### src/rtl/mwr_pkg.sv
package mwr_pkg;

  // Range registers live at byte offset RANGE_BYTE_OFF of a 4 KiB page,
  // one 64-bit register every 8 bytes.
  localparam int unsigned PAGE_BITS      = 12;
  localparam int unsigned RANGE_BYTE_OFF = 'h300;
  localparam int unsigned REGS_PER_WIN   = 3;

  // Indices of the fixed distributed-range settings that reset non-zero.
  localparam int unsigned IDX_DIST_MASK   = 13;
  localparam int unsigned IDX_IODIST_MASK = 19;
  localparam int unsigned IDX_IODIR_BASE  = 24;
  localparam int unsigned IDX_IODIR_MASK  = 25;

  typedef logic [63:0] word_t;

  function automatic word_t range_reset_value(int unsigned idx);
    word_t v;
    case (idx)
      IDX_DIST_MASK:   v = 64'h0000_0000_fc00_0000;
      IDX_IODIST_MASK: v = 64'h0000_00ff_ffff_0000;
      IDX_IODIR_BASE:  v = 64'h0000_00ff_fee0_0000;
      IDX_IODIR_MASK:  v = 64'h0000_00ff_ffff_0000;
      default:         v = '0;
    endcase
    return v;
  endfunction

endpackage

### src/rtl/mwr_regfile.sv
module mwr_regfile #(
  parameter int unsigned NUM_REGS   = 27,
  parameter int unsigned NUM_WIN    = 4,
  parameter int unsigned PORT_W     = 2,
  parameter int unsigned PAGE_SHIFT = 12,
  localparam int unsigned IDX_W     = $clog2(NUM_REGS)
) (
  input  logic                              clk,
  input  logic                              rst_n,
  input  logic                              wr_en,
  input  logic [IDX_W-1:0]                  wr_idx,
  input  logic                              wr_wide,
  input  logic                              wr_hi,
  input  logic [63:0]                       wr_data,
  input  logic [IDX_W-1:0]                  rd_idx,
  input  logic                              rd_wide,
  input  logic                              rd_hi,
  output logic [63:0]                       rd_data,
  output logic [NUM_WIN-1:0]                base_en,
  output logic [NUM_WIN-1:0][31-PAGE_SHIFT:0] base_pg,
  output logic [NUM_WIN-1:0][31:0]          mask_lo,
  output logic [NUM_WIN-1:0][PORT_W-1:0]    route_sel
);

  logic [63:0] q [NUM_REGS];
  logic [63:0] rd_q;

  // Storage with full or half-word update.
  always_ff @(posedge clk or negedge rst_n) begin
    if (!rst_n) begin
      for (int i = 0; i < NUM_REGS; i++) q[i] <= mwr_pkg::range_reset_value(i);
    end else if (wr_en) begin
      for (int i = 0; i < NUM_REGS; i++) begin
        if (wr_idx == IDX_W'(i)) begin
          if (wr_wide)    q[i]         <= wr_data;
          else if (wr_hi) q[i][63:32]  <= wr_data[31:0];
          else            q[i][31:0]   <= wr_data[31:0];
        end
      end
    end
  end

  // Read mux and half selection.
  always_comb begin
    rd_q = '0;
    for (int i = 0; i < NUM_REGS; i++)
      if (rd_idx == IDX_W'(i)) rd_q = q[i];
    if (rd_wide)    rd_data = rd_q;
    else if (rd_hi) rd_data = {32'h0, rd_q[63:32]};
    else            rd_data = {32'h0, rd_q[31:0]};
  end

  // Fields the window logic consumes.
  always_comb begin
    for (int w = 0; w < NUM_WIN; w++) begin
      base_en[w]   = q[mwr_pkg::REGS_PER_WIN*w][0];
      base_pg[w]   = q[mwr_pkg::REGS_PER_WIN*w][31:PAGE_SHIFT];
      mask_lo[w]   = q[mwr_pkg::REGS_PER_WIN*w+1][31:0];
      route_sel[w] = q[mwr_pkg::REGS_PER_WIN*w+2][PORT_W-1:0];
    end
  end

  for (genvar i = 0; i < NUM_REGS; i++) begin : g_chk
    AST_LO_WRITE_KEEPS_HI: assert property (@(posedge clk) disable iff (!rst_n)
      (wr_en && wr_idx == IDX_W'(i) && !wr_wide && !wr_hi) |=> $stable(q[i][63:32]));
    AST_HI_WRITE_KEEPS_LO: assert property (@(posedge clk) disable iff (!rst_n)
      (wr_en && wr_idx == IDX_W'(i) && !wr_wide && wr_hi) |=> $stable(q[i][31:0]));
    AST_IDLE_NO_CHANGE: assert property (@(posedge clk) disable iff (!rst_n)
      !wr_en |=> $stable(q[i]));
  end

endmodule

### src/rtl/mwr_window_calc.sv
module mwr_window_calc #(
  parameter int unsigned PORT_W     = 2,
  parameter int unsigned PAGE_SHIFT = 12
) (
  input  logic                    base_en,
  input  logic [31-PAGE_SHIFT:0]  base_pg,
  input  logic [31:0]             mask_lo,
  input  logic [PORT_W-1:0]       route_sel,
  input  logic [63:0]             addr,
  output logic                    en,
  output logic [63:0]             base_al,
  output logic [31:0]             size,
  output logic                    match,
  output logic [PORT_W-1:0]       port,
  output logic [63:0]             offset
);

  localparam logic [31:0] PG_KEEP = {32{1'b1}} << PAGE_SHIFT;

  logic [31:0] size_raw;
  logic [63:0] rel;

  always_comb begin
    size_raw = ~mask_lo + 32'd1;
    size     = size_raw & PG_KEEP;
    base_al  = {32'hffff_ffff, base_pg, {PAGE_SHIFT{1'b0}}};
    en       = base_en;
    rel      = addr - base_al;
    match    = base_en && (size != 32'd0) && (addr >= base_al) && (rel < {32'h0, size});
    port     = route_sel;
    offset   = rel;
  end

endmodule

### src/rtl/mwr_pick.sv
module mwr_pick #(
  parameter int unsigned NUM_WIN = 4,
  parameter int unsigned PORT_W  = 2,
  localparam int unsigned SEL_W  = (NUM_WIN > 1) ? $clog2(NUM_WIN) : 1
) (
  input  logic [NUM_WIN-1:0]             match,
  input  logic [NUM_WIN-1:0][PORT_W-1:0] ports,
  input  logic [NUM_WIN-1:0][63:0]       offsets,
  output logic                           hit,
  output logic [NUM_WIN-1:0]             grant,
  output logic [PORT_W-1:0]              port,
  output logic [63:0]                    offset
);

  logic [SEL_W-1:0] sel;

  // Scan downward so the lowest matching index is the last assignment.
  always_comb begin
    sel = '0;
    for (int k = NUM_WIN - 1; k >= 0; k--)
      if (match[k]) sel = SEL_W'(k);
    hit    = |match;
    grant  = '0;
    port   = '0;
    offset = '0;
    if (hit) begin
      grant[sel] = 1'b1;
      port       = ports[sel];
      offset     = offsets[sel];
    end
  end

endmodule

### src/rtl/mwr_router.sv
module mwr_router #(
  parameter int unsigned NUM_WIN    = 4,
  parameter int unsigned NUM_REGS   = 27,
  parameter int unsigned PORT_W     = 2,
  parameter int unsigned PAGE_SHIFT = 12,
  parameter logic [63:0] REG_PAGE   = 64'hffff_ffff_fed0_0000
) (
  input  logic               clk,
  input  logic               rst_n,
  input  logic               acc_valid,
  input  logic               acc_write,
  input  logic               acc_wide,
  input  logic [63:0]        acc_addr,
  input  logic [63:0]        acc_wdata,
  output logic [63:0]        acc_rdata,
  output logic               acc_reg_hit,
  output logic               win_hit,
  output logic [PORT_W-1:0]  win_port,
  output logic [63:0]        win_offset,
  output logic               dec_err
);

  localparam int unsigned IDX_W   = $clog2(NUM_REGS);
  localparam int unsigned PB      = mwr_pkg::PAGE_BITS;
  localparam logic [PB-4:0] FIRST_WORD = (PB-3)'(mwr_pkg::RANGE_BYTE_OFF >> 3);
  localparam logic [PB-4:0] END_WORD   = (PB-3)'((mwr_pkg::RANGE_BYTE_OFF >> 3) + NUM_REGS);

  // Register page decode.
  logic             page_hit;
  logic [PB-4:0]    word;
  logic             in_rng;
  logic [IDX_W-1:0] reg_idx;
  logic [63:0]      rd_data;

  always_comb begin
    page_hit    = acc_addr[63:PB] == REG_PAGE[63:PB];
    word        = acc_addr[PB-1:3];
    in_rng      = (word >= FIRST_WORD) && (word < END_WORD);
    reg_idx     = IDX_W'(word - FIRST_WORD);
    acc_reg_hit = acc_valid && page_hit && in_rng;
    acc_rdata   = acc_reg_hit ? rd_data : 64'h0;
  end

  logic [NUM_WIN-1:0]                  base_en;
  logic [NUM_WIN-1:0][31-PAGE_SHIFT:0] base_pg;
  logic [NUM_WIN-1:0][31:0]            mask_lo;
  logic [NUM_WIN-1:0][PORT_W-1:0]      route_sel;

  mwr_regfile #(
    .NUM_REGS  (NUM_REGS),
    .NUM_WIN   (NUM_WIN),
    .PORT_W    (PORT_W),
    .PAGE_SHIFT(PAGE_SHIFT)
  ) i_regs (
    .clk      (clk),
    .rst_n    (rst_n),
    .wr_en    (acc_reg_hit && acc_write),
    .wr_idx   (reg_idx),
    .wr_wide  (acc_wide),
    .wr_hi    (acc_addr[2]),
    .wr_data  (acc_wdata),
    .rd_idx   (reg_idx),
    .rd_wide  (acc_wide),
    .rd_hi    (acc_addr[2]),
    .rd_data  (rd_data),
    .base_en  (base_en),
    .base_pg  (base_pg),
    .mask_lo  (mask_lo),
    .route_sel(route_sel)
  );

  // Per-window geometry and match.
  logic [NUM_WIN-1:0]             en_vec;
  logic [NUM_WIN-1:0]             match_vec;
  logic [NUM_WIN-1:0][63:0]       base_arr;
  logic [NUM_WIN-1:0][31:0]       size_arr;
  logic [NUM_WIN-1:0][PORT_W-1:0] port_arr;
  logic [NUM_WIN-1:0][63:0]       off_arr;

  for (genvar w = 0; w < NUM_WIN; w++) begin : g_win
    mwr_window_calc #(
      .PORT_W    (PORT_W),
      .PAGE_SHIFT(PAGE_SHIFT)
    ) i_calc (
      .base_en  (base_en[w]),
      .base_pg  (base_pg[w]),
      .mask_lo  (mask_lo[w]),
      .route_sel(route_sel[w]),
      .addr     (acc_addr),
      .en       (en_vec[w]),
      .base_al  (base_arr[w]),
      .size     (size_arr[w]),
      .match    (match_vec[w]),
      .port     (port_arr[w]),
      .offset   (off_arr[w])
    );
  end

  logic [NUM_WIN-1:0] grant;
  logic [NUM_WIN-1:0] match_g;

  assign match_g = match_vec & {NUM_WIN{acc_valid}};

  mwr_pick #(
    .NUM_WIN(NUM_WIN),
    .PORT_W (PORT_W)
  ) i_pick (
    .match  (match_g),
    .ports  (port_arr),
    .offsets(off_arr),
    .hit    (win_hit),
    .grant  (grant),
    .port   (win_port),
    .offset (win_offset)
  );

  assign dec_err = acc_valid && !acc_reg_hit && !win_hit;

  AST_HIT_ENABLED: assert property (@(posedge clk) disable iff (!rst_n)
    win_hit |-> |(grant & en_vec));
  AST_ONE_WINNER: assert property (@(posedge clk) disable iff (!rst_n)
    $onehot0(grant));
  AST_QUIET_IDLE: assert property (@(posedge clk) disable iff (!rst_n)
    !acc_valid |-> (!win_hit && !dec_err && !acc_reg_hit));

  for (genvar w = 0; w < NUM_WIN; w++) begin : g_win_chk
    localparam logic [NUM_WIN-1:0] LOWER = NUM_WIN'((64'd1 << w) - 64'd1);
    AST_OFFSET_IN_WINDOW: assert property (@(posedge clk) disable iff (!rst_n)
      grant[w] |-> (win_offset < {32'h0, size_arr[w]} && acc_addr >= base_arr[w]));
    AST_LOWER_WINS: assert property (@(posedge clk) disable iff (!rst_n)
      grant[w] |-> ((match_g & LOWER) == '0));
  end

endmodule

### config.mk
export PLATFORM = sky130hd
export DESIGN_NAME = mwr_router
export DESIGN_NICKNAME = d
export VERILOG_FILES = /design/src/rtl/mwr_pkg.sv /design/src/rtl/mwr_regfile.sv /design/src/rtl/mwr_window_calc.sv /design/src/rtl/mwr_pick.sv /design/src/rtl/mwr_router.sv
export SDC_FILE = /design/constraint.sdc
export NUM_CORES = 2
export LEC_CHECK = 0
export BUFFER_PORTS_ARGS = -buffer_cell sky130_fd_sc_hd__buf_2
export CAP_MARGIN = 20
export CORE_MARGIN = 2
export CORE_UTILIZATION = 55
export CTS_BUF_LIST = sky130_fd_sc_hd__clkbuf_4 sky130_fd_sc_hd__clkbuf_8 sky130_fd_sc_hd__clkbuf_16
export CTS_CLUSTER_DIAMETER = 150
export DETAILED_ROUTE_END_ITERATION = 10
export HOLD_SLACK_MARGIN = 0.08
export PLACE_DENSITY = 0.7
export SLEW_MARGIN = 20
export SYNTH_ARGS = -nofsm -noshare
export SYNTH_HDL_FRONTEND = slang
export SYNTH_SLANG_ARGS = --single-unit
### constraint.sdc
create_clock -name clk -period 14.2 [get_ports clk]
set_input_delay 0.71 -clock clk [delete_from_list [all_inputs] [get_ports clk]]
set_output_delay 0.71 -clock clk [all_outputs]
set_load 0.05 [all_outputs]
==> metrics.md <==
| Metric | Value |
|---|---|
| Status | `complete, no violations` |
| TritonCTS Buffers | `between 150 and 200` |
| Hpwl dp | `about 210 mm` |
| Int Pwr | `7.854 mW` |
| Worst EP required | `13.49 ns` |
| Comb pwr share | `under 10%` |
| DRT iter0 DRCs | `8,232` |
| Gate Count Post-Synth | `7,837` |
| Final setup margin | `between 5 and 6 ns` |
| Core area | `about 0.15 mm²` |
| Leak Pwr | `42.63 nW` |
| XOR/XNOR share of the synthesized area | `1.312%` |
| DRT Pass-1 Iters | `10` |
| Die W | `390.4 µm` |
| Seq pwr share | `47.2%` |
| Pwr Density | `114.4 mW/mm²` |
| Routed length per instance | `32.41 µm` |
| Place WS | `around 6.2 ns` |
| Die height | `390.4 µm` |
| WL final | `319.8 mm` |
| Worst-case clock skew | `0 ns` |
| Cell area after layout | `0.09122 mm²` |
| Mapped cell area | `0.08211 mm²` |
| MaxCap Viol Count | `0` |
| H-tree levels | `4` |
| Netlist cell types | `82` |
| Nets | `8,071` |
| Clock power frac | `between 40% and 50%` |
| Post-synth ARST share | `100.0%` |
| Global-route wire length before repair | `460.5 mm` |
| Worst Max-Slew Pin Slew | `1.334 ns` |
| Final Max Tran Viols | `0` |
| Hold Fails Final Rpt | `0` |
| DRC | `0` |
| Worst EP arrival | `8.00 ns` |
| Number of enable flip-flop cells after synthesis | `0` |
| Initial Util | `55.48%` |
| CTS Root Cell | `clkbuf_16` |
| Relative slew slack | `about 11%` |
| Die area | `roughly 0.15 mm²` |
| RePlAce Congestion | `a little over 1` |
| Part of the cycle the worst path needs | `61.31%` |
| Vias per inst | `6.835` |
| PortBufs | `around 230` |
| Largest family of logic cells by synthesized area | `compound AO/OA/AOI/OAI gates` |
| # rows | `~140` |
| Synth Area in Adders | `2.475%` |
| I/O pins | `~270` |
| Total track usage | `41.74%` |
| Yosys warning count | `0` |
| Setup crit end kind | `primary output` |
| Net Switching | `2.580 mW` |
| Vias in the first global route | `around 66,000` |
| Largest net degree at the start of global routing | `between 150 and 200` |
| Finished Layout Cells | `9,868` |
| Max Buffers Root-to-Sink | `3` |
| Initial antenna violation count | `17` |
| Commonest non-fill, non-tap cells in the layout | `1,656 x dfrtp_1, 1,118 x nand2_1, 993 x o21ai_0` |
| Area fraction in compound gates after synthesis | `16.97%` |
| Mux cell area share after synthesis | `about an eighth` |
| Net Sw Frac | `24.72%` |
| Worst-Skew Late Latency | `0.85 ns` |
| Worst min path class | `primary input to flip-flop` |
| Post-synth top flop | `dfrtp_1` |
| CP Max Fanout | `14` |
| Post-Synth Simple-Gate Area | `10.20%` |
| RSZ-0062 raised after global routing | `false` |
| Tmin final | `8.707 ns` |
| Post-Place Cell Area | `0.08507 mm²` |
| Proportion of layout cells with a drive suffix above 1 | `23.19%` |
| Placed cells | `9,527` |
| Congestion Overflow GR | `0` |
| Setup TNS | `0 ns` |
| Final setup vio count | `0` |
| Seq/Total Area, Yosys | `52.77%` |
| Crit start category | `flip-flop` |
| Area grow syn2layout | `11.09%` |
| Flops & latches, synth | `1,728` |
| Routed Antenna Nets | `0` |
| CTS clk-pin slew, worst paths | `around 0.06 ns` |
| Maximum clock frequency | `114.9 MHz` |
| Resized cells post-CTS | `0` |
| CTS tree | `built` |
| CTS sink count | `1,728` |
| Maximum vdd drop | `between 0.1 and 0.15 mV` |
| Commonest non-fill, non-tap cell in the layout | `dfrtp_1` |
| Filler cells | `around 12,000` |
| Vias | `67,450` |
| Avg Cell Area, Syn | `10.48 µm²` |
| Crit Path Class | `flip-flop to primary output` |
layout make-up:
class	instances	area (µm²)	area share [%]
sequential	1728	43330	47.50
multi-input combinational	5330	36240	39.73
clock buffer	272	5399	5.919
timing repair buffer	423	2671	2.929
tap	1930	2415	2.647
clock inverter	59	696.9	0.7640
inverter	119	446.7	0.4897
antenna	7	17.52	0.01920
cell families after synthesis:
logic type	Yosys count
AO/OA/AOI/OAI	2194
AND/OR/NAND/NOR	1914
flip-flops	1728
multiplexers	907
buffers and inverters	810
adder cells (fa/ha/maj)	160
XOR/XNOR	123
other	1
routing by layer:
metal	wire [µm]	global-route usage (%)	vias up
met2	140600	62.60	4300
met1	117800	53.73	33710
met5	133	0	-
li1	-	-	28270
met4	25800	28.66	16
met3	35510	9.983	1160
Yosys cell counts (all sizes together), types with 9 or more instances:
cell type	n	area (µm²)
a2111oi	16	140.1
a211oi	34	255.2
a21o	30	225.2
a21oi	189	945.9
a221o	13	130.1
a221oi	106	928.4
a222oi	68	680.7
a22o	33	289.0
a22oi	437	3281
a31oi	50	312.8
and2	9	56.31
and3	30	188.9
and4	10	87.58
buf	154	729.4
clkbuf	537	2016
dfrtp	1656	41440
dfstp	72	1892
ha	156	1952
inv	119	446.7
mux2	866	9752
mux2i	40	400.4
nand2	1167	4380
nand2b	24	150.1
nand3	120	600.6
nand4	124	775.7
nor2	229	862.1
nor2b	32	200.2
nor3	61	305.3
nor4	38	237.7
o211ai	32	240.2
o21a	32	240.2
o21ai	993	4970
o221ai	20	175.2
o22ai	46	287.8
or3	27	173.9
or4	18	150.1
xnor2	79	691.9
xor2	44	385.4
sequential cells by signal, summed over array words and instances (netlist names):
name and count:
i_regs.base_pg 80, i_regs.mask_lo 128, i_regs.q 1508, i_regs.route_sel 8, i_regs.base_en 4
critical path: stages, from the launching register on:
cell	delay, ns
dfrtp_1	0.39
or4_1	0.71
or4_4	0.58
or4_1	0.53
or4_4	0.60
nor4_1	0.34
nand2b_1	0.12
xnor2_1	0.14
ha_1	0.32
a21o_1	0.18
a221oi_1	0.27
nand4_1	0.13
nor3_1	0.22
nand4_1	0.18
nor4b_2	0.81
and2_1	0.71
a31oi_1	0.17
o221ai_1	0.40
buf_2	0.35
per-stage QoR:
stage | hold WS (ns) | power, mW | util, %
floorplan | 0.4144 | 5.310 | -
global placement | 0.4548 | 5.661 | 57.47
detailed placement | 0.4643 | 5.660 | 57.47
CTS | 0.3961 | 10.43 | 61.60
global route | 0.4587 | 10.68 | 61.62
finish | 0.4506 | 10.43 | 61.63
timing repair:
| action | 4_1_cts | 5_1_grt |
|---|---|---|
| buffers inserted | 0 | 0 |
| endpoints found under the hold margin | 148 | 0 |
| hold buffers | 1 | 0 |
power by group through the flow:
stage,clock network (mW),logic (mW),registers (mW)
2_1_floorplan,0,0.294,5.02
3_3_place_gp,0,0.647,5.01
3_5_place_dp,0,0.646,5.01
4_1_cts,4.85,0.650,4.92
5_1_grt,5.06,0.703,4.92
6_report,4.84,0.668,4.92
worst paths after layout:
kind / start / endpoint / slack, ns / cells after the start
worst max register to register: i_regs.mask_lo[59] / i_regs.mask_lo[59] / 13.13 / 1
worst min register to register: i_regs.q[175] / i_regs.q[175] / 0.48 / 2
worst max-delay path: i_regs.mask_lo[106] / win_offset[12] / 5.49 / 18
max in group asynchronous: rst_n / i_regs.q[1074] / 10.30 / 5
min in group asynchronous: rst_n / i_regs.q[1372] / 0.54 / 2
worst min-delay path: acc_wdata[62] / i_regs.q[702] / 0.45 / 4
Note: power is estimated with default switching activity, not from simulation.
